$ cat src/rtl/spwm_gen.sv
module spwm_gen #(
  parameter int CW = 6,
  parameter int LW = 5,
  parameter int VW = 5,
  parameter int RFSH_LVL = 8,
  parameter int RFSH_ON = 6
)(
  input  logic          clk,
  input  logic          rst_n,
  input  logic [2:0]    sector,
  input  logic [LW-1:0] sub_pos,
  input  logic [LW-1:0] lead_code,
  input  logic [LW-1:0] lead_min,
  input  logic [LW-1:0] lead_max,
  input  logic [VW-1:0] vcmd,
  input  logic          mode180,
  output logic [2:0]    hi_o,
  output logic [2:0]    lo_o
);
  localparam int AW    = LW + 4;
  localparam int STEPS = 6 << LW;
  localparam int SH    = LW - 3;
  localparam int MID   = 1 << (CW - 1);
  localparam logic [CW-1:0] CMAX = '1;

  function automatic logic [4:0] qsin(input logic [3:0] r);
    case (r)
      4'd0:  qsin = 5'd0;
      4'd1:  qsin = 5'd4;
      4'd2:  qsin = 5'd8;
      4'd3:  qsin = 5'd12;
      4'd4:  qsin = 5'd16;
      4'd5:  qsin = 5'd19;
      4'd6:  qsin = 5'd22;
      4'd7:  qsin = 5'd25;
      4'd8:  qsin = 5'd27;
      4'd9:  qsin = 5'd29;
      4'd10: qsin = 5'd30;
      default: qsin = 5'd31;
    endcase
  endfunction

  logic [CW-1:0] car_q;
  logic half_q, up_q;

  always_ff @(posedge clk or negedge rst_n) begin
    if (!rst_n) begin
      car_q  <= '0;
      half_q <= 1'b0;
      up_q   <= 1'b1;
    end else begin
      half_q <= ~half_q;
      if (half_q) begin
        if (up_q) begin
          car_q <= car_q + 1'b1;
          if (car_q == CMAX - 1'b1) up_q <= 1'b0;
        end else begin
          car_q <= car_q - 1'b1;
          if (car_q == CW'(1)) up_q <= 1'b1;
        end
      end
    end
  end

  logic [LW-1:0] lead_eff;
  logic [AW-1:0] raw, base;
  logic refresh;

  assign lead_eff = (lead_min > lead_max || lead_code < lead_min) ? lead_min :
                    (lead_code > lead_max) ? lead_max : lead_code;
  assign raw      = AW'({sector, sub_pos}) + AW'(lead_eff);
  assign base     = (raw >= AW'(STEPS)) ? raw - AW'(STEPS) : raw;
  assign refresh  = vcmd < VW'(RFSH_LVL);

  logic [2:0] hi_d, lo_d;

  for (genvar p = 0; p < 3; p++) begin : g_ph
    localparam int OFS = ((3 - p) % 3) * (STEPS / 3);
    logic [AW-1:0] sum, ang;
    logic [5:0]    k;
    logic [3:0]    r;
    logic [1:0]    quad;
    logic [4:0]    amp;
    logic [VW+4:0] prod;
    logic [CW-1:0] mag, ref_v;
    logic          conduct, above;

    assign sum = base + AW'(OFS);
    assign ang = (sum >= AW'(STEPS)) ? sum - AW'(STEPS) : sum;
    assign k   = 6'(ang >> SH);

    always_comb begin
      if (k < 6'd12)      begin quad = 2'd0; r = 4'(k); end
      else if (k < 6'd24) begin quad = 2'd1; r = 4'(k - 6'd12); end
      else if (k < 6'd36) begin quad = 2'd2; r = 4'(k - 6'd24); end
      else                begin quad = 2'd3; r = 4'(k - 6'd36); end
    end

    assign amp     = quad[0] ? qsin(4'd12 - r) : qsin(r);
    assign prod    = amp * vcmd;
    assign mag     = CW'(prod >> VW);
    assign ref_v   = quad[1] ? CW'(MID) - mag : CW'(MID) + mag;
    assign above   = ref_v > car_q;
    assign conduct = mode180 || ((ang >> LW) != AW'(2) && (ang >> LW) != AW'(5));
    assign hi_d[p] = !refresh && conduct && above;
    assign lo_d[p] = refresh ? (car_q < CW'(RFSH_ON)) : (conduct && !above);
  end

  always_ff @(posedge clk or negedge rst_n) begin
    if (!rst_n) begin
      hi_o <= '0;
      lo_o <= '0;
    end else begin
      hi_o <= hi_d;
      lo_o <= lo_d;
    end
  end
endmodule

$ cat config.mk
export PLATFORM = sky130hd
export DESIGN_NAME = spwm_gen
export DESIGN_NICKNAME = d
export VERILOG_FILES = /design/src/rtl/spwm_gen.sv
export SDC_FILE = /design/constraint.sdc
export NUM_CORES = 1
export LEC_CHECK = 0
export BUFFER_PORTS_ARGS = -buffer_cell sky130_fd_sc_hd__buf_2
export CAP_MARGIN = 20
export CORE_ASPECT_RATIO = 0.9
export CORE_MARGIN = 1.5
export CORE_UTILIZATION = 49
export CTS_CLUSTER_DIAMETER = 100
export DETAILED_ROUTE_END_ITERATION = 10
export GPL_ROUTABILITY_DRIVEN = 0
export PLACE_DENSITY = 0.66
export SYNTH_ARGS = -nofsm -noshare
export SYNTH_HDL_FRONTEND = slang
export SYNTH_SLANG_ARGS = --single-unit
export TNS_END_PERCENT = 1
$ cat constraint.sdc
create_clock -name clk -period 2.4 [get_ports clk]
set_clock_uncertainty 0.1 [all_clocks]
set_input_delay 0.12 -clock clk [delete_from_list [all_inputs] [get_ports clk]]
set_output_delay 0.12 -clock clk [all_outputs]
set_load 0.01 [all_outputs]
==> flow_summary.toml, run 1 <==
[die]
die_w_um = 122.2
die_y_um = 110.3
die_area_sq_um = 13480
num_rows = 39
coreArea_sq_um = 12590
start_util_pct = 49.80
ios = 37

[clock_network]
cts_made_buffers = 3
clk_root_buffer_cell = "clkbuf_16"
cts.sinks = 14
cts_tree = "yes"
clock_path_buffers = 2
clk_pin_slew_ns = 0.05
clock_latency_ns = 0.25
cts_max_level = 1

[route]
drcViolationCount = 0
postRouteAntennaNets = 0
via_per_inst = 5.642
first_pass_iters = 5
drtIter0Drc = 479
wl_per_cell_um = 15.67
vias = 7030
wirelength_um = 19530

[place]
hpwl_um = 15370
placed_cells_incl_taps = 1204
place.port_buffers = 36
postPlaceCellArea_sq_um = 8338

[yosys]
syn-num-nets = 977
yosysMostFrequentCell = "ha_1"
syn_area_sq_um = 6270
synth_top_area_share_pct = 22.55
async_flop_share_pct = 100.0
synth_ff_type = "dfrtp_1"
postSynthCellCount = 808
synth_warnings = 0
ys_seq_area_share_pct = 5.608
postSynthAreaPerCell_sq_um = 7.760
ys_ff_latch = 14
yosysTopAreaCell = "ha_1"
synthTopCellsByArea = "ha_1, fa_1, inv_1"
synth_cell_types = 89
synth-edff-count = 0
synthTopCellsByCount = "ha_1, inv_1, nand2_1"

[setup_path]
critPathTopFamily = "adder cells"
worstSetupStartpointType = "primary input"
arrival_ns = 10.69
path_class = "in2reg"
crit_slowest_cell = "fa_1"
cpPeakStageDelay_ns = 0.54
end_kind = "register"
cp_max_fo = 6
r2r_slack_ns = 0.08
worst-path-buf-inv = 10
required_ns = 2.47

[sta]
relSlewSlack_pct = 65.18
fmax_mhz = 94.20
rsz0062_at_grt = "yes"
finalWorstSetupSlack_ns = -8.216
holdWs_ns = 0.2010
fin_crit_ns = 10.62
fin_crit_sh_pct = 442.3
hold_viol = 0
slew_violations = 0
final-setup-viol-count = 6
worst-slew-pin-transition_ns = 0.5077

[layout]
final_nets = 1252
area_delta_synth_final_pct = 46.14
final_area_sq_um = 9163
n_antenna_cell = 0
drive_gt1_share_pct = 39.00
nFillCells = 945
multi_input_area_sq_um = 5992
finalNonFillerCells = 1246
final_util_pct = 72.78
seq_area_sq_um = 351.6

[grt]
grt_pass1_wl_um = 32350
grt_overflow_total = 0
grt_pass1_vias = 7145
antenna_found_initial = 0
grt_max_degree = 15
grt_usage_pct = 29.22

[status]
violations = "negative setup slack"
status = "finished, violations left"

[min_path]
hp-class = "in2async"

[run]
max_cap_viol_count = 0
==> metrics by stage <==
step	TNS, ns	setup slack, ns
floorplan	-49.36	-8.299
global placement	-50.88	-8.575
detailed placement	-53.85	-9.089
CTS	-48.11	-8.095
global route	-52.78	-8.960
finish	-48.77	-8.216
==> layout make-up <==
| type | instances | share of cell area, % |
|---|---|---|
| multi-input combinational | 670 | 65.40 |
| clock buffer | 4 | 0.9695 |
| inverter | 100 | 4.315 |
| sequential | 14 | 3.837 |
| tap | 164 | 2.240 |
| timing repair buffer | 294 | 23.24 |
==> final timing paths <==
path                                      start                    to  cells after the start
setup / recovery                    lead_max[1]     lo_o[1]$_DFF_PN0_                     64
hold / removal                            rst_n     lo_o[2]$_DFF_PN0_                      2
setup reg to reg           car_q[1]$_DFFE_PN0P_     hi_o[2]$_DFF_PN0_                     10
hold reg to reg            car_q[3]$_DFFE_PN0P_  car_q[3]$_DFFE_PN0P_                      1
max in group asynchronous                 rst_n      up_q$_DFFE_PN1P_                      2
min in group clk                        mode180     hi_o[2]$_DFF_PN0_                      3
==> cell families (layout without fill, tap and decap cells) <==
logic type / Yosys count / in the layout / synth area share, %
compound gates: 199 / 199 / 22.87
xor+xnor: 44 / 44 / 6.386
fa+ha+maj: 138 / 138 / 30.53
buf+inv: 124 / 398 / 7.823
flops: 14 / 14 / 5.608
mux: 28 / 28 / 4.969
simple gates: 261 / 261 / 21.81
==> state kept, by name (all words and copies together), names as in the netlist <==
name and count:
up_q 1, half_q 1, hi_o 3, car_q 6, lo_o 3
==> cell usage in the layout, fill, tap and decap left out, drive strengths merged, types with 4 or more instances in the layout <==
master,count
xnor2,31
nor4,6
a21o,6
or3,6
a21oi,49
o21a,8
a311oi,6
buf,293
fa,25
a31oi,16
inv,100
nor3,14
mux2i,22
o211ai,7
clkbuf,4
o21ai,46
and2,33
o31ai,4
ha,113
or2,10
and3,5
dfrtp,13
nand2b,13
xor2,13
mux2,6
o22ai,6
nor2b,21
nand3,14
nor3b,4
o21bai,7
a41oi,4
nand2,69
nor2,42
a211oi,6
nand4,13
==> layer usage <==
metal / vias to the layer above / routed length [um] / track usage (%)
li1: 3420 / - / -
met4: 0 / 347 / 5.897
met1: 3381 / 8459 / 37.61
met5: - / 0 / 0
met3: 41 / 1026 / 2.726
met2: 188 / 9696 / 53.35
==> timing repair <==
item	CTS	global route
endpoints found under the setup margin	6	6
setup buffers	32	5
hold buffers	1	0
pin swaps	66	33
endpoints found under the hold margin	14	0
gates resized for setup	53	32
Power of run 1 is not shown: default switching activity piles up to over one toggle a cycle in this logic, so the estimate is an artifact.
==> run 2: changes to the inputs <==
- BUFFER_PORTS_ARGS: -buffer_cell sky130_fd_sc_hd__buf_2 -> -buffer_cell sky130_fd_sc_hd__clkbuf_2
==> flow_summary.toml, run 2 (synthesized netlist as in run 1, its figures left out) <==
[sta]
hold_viol = 0
relSlewSlack_pct = 68.23
finalWorstSetupSlack_ns = -8.337
fin_crit_sh_pct = 447.4
rsz0062_at_grt = "yes"
fin_crit_ns = 10.74
setup_tns_ns = -49.78
slew_violations = 0
worst-slew-pin-transition_ns = 0.4743
final-setup-viol-count = 6
fmax_mhz = 93.14

[status]
violations = "negative setup slack"
status = "finished, violations left"

[layout]
largest_reg_flops = 6
final_nets = 1261
n_antenna_cell = 0
mostFrequentLayoutCells = "buf_4, ha_1, inv_1"
final_common_cell = "buf_4"
top_regs = "car_q x6, hi_o x3, lo_o x3"
area_delta_synth_final_pct = 46.36
drive_gt1_share_pct = 39.60
top_register = "car_q"

[route]
wirelength_um = 20130
drtIter0Drc = 478
vias = 7018
via_per_inst = 5.592
drcViolationCount = 0
wl_per_cell_um = 16.04
first_pass_iters = 5
postRouteAntennaNets = 0

[min_path]
hp-class = "in2async"

[setup_path]
cpPeakStageDelay_ns = 0.52
required_ns = 2.47
crit_slowest_cell = "fa_1"
cp_max_fo = 7
path_class = "in2reg"
end_kind = "register"
arrival_ns = 10.81
worstSetupStartpointType = "primary input"

[die]
die_w_um = 122.2
coreArea_sq_um = 12590
num_rows = 39
die_y_um = 110.3
ios = 37
start_util_pct = 49.80
die_area_sq_um = 13480

[grt]
grt_pass1_vias = 7194
grt_overflow_total = 0
grt_max_degree = 15
grt_pass1_wl_um = 32550
grt_usage_pct = 29.50
antenna_found_initial = 0

[run]
max_cap_viol_count = 0

[place]
place.port_buffers = 36
hpwl_um = 15800
dp_slack_ns = -9.127

[clock_network]
clock_path_buffers = 2
cts.sinks = 14
clk_pin_slew_ns = 0.05
cts_made_buffers = 3
cts_max_level = 1
cts_tree = "yes"
clock_latency_ns = 0.24
clk_root_buffer_cell = "clkbuf_16"
-- run 2: through the flow --
step                      utilization (%)  cell area [sq um]  hold WS, ns  std cells
after floorplan                         -               6416      -0.2756        808
after global placement              66.53               8376     -0.06630       1209
after detailed placement            66.53               8376     -0.05924       1209
after CTS                           70.58               8886       0.2349       1242
after global routing                72.89               9176       0.2646       1255
final                               72.89               9176       0.2189       1255
-- run 2: path summary, 6_finish.rpt --
kind,start,endpoint,slack (ns),cells past startpoint
max in group asynchronous,rst_n,up_q$_DFFE_PN1P_,1.68,2
min reg2reg,car_q[3]$_DFFE_PN0P_,car_q[3]$_DFFE_PN0P_,0.50,1
min,rst_n,lo_o[0]$_DFF_PN0_,0.22,2
max,lead_max[1],lo_o[0]$_DFF_PN0_,-8.34,64
min in group clk,mode180,hi_o[2]$_DFF_PN0_,0.27,3
max reg2reg,car_q[1]$_DFFE_PN0P_,lo_o[0]$_DFF_PN0_,0.12,11
-- run 2: layout make-up --
cell class | count | area (sq um)
clock buffer | 4 | 88.84
fill | 918 | 3413
inverter | 100 | 395.4
multi-input combinational | 670 | 5924
sequential | 14 | 351.6
tap | 164 | 205.2
timing repair buffer | 303 | 2211
-- run 2: timing repair --
item / CTS / global route
pin swaps: 51 / 55
setup endpoints to repair: 6 / 6
gates resized for setup: 39 / 44
hold endpoints to repair: 14 / 0
setup buffers: 28 / 13
hold buffers: 1 / 0
-- run 2: metal layers --
layer	part of all wire (%)	global-route usage (%)	up-vias	wire length, um
met2	50	54.15	229	10050
li1	-	-	3434	-
met4	1.7	6.312	0	333
met5	0	0	-	0
met1	43	38.05	3315	8643
met3	5.5	2.006	40	1103
-- run 2: worst max-delay path: cells and delay by family --
family                   cells  cell delay [ns]
adder cells (fa/ha/maj)     11             3.31
AND/OR/NAND/NOR             19             2.34
buffers and inverters       13             1.26
multiplexers                 1             0.31
XOR/XNOR                     1             0.21
AO/OA/AOI/OAI               19             3.20
Power of run 2 is left out for the same reason.
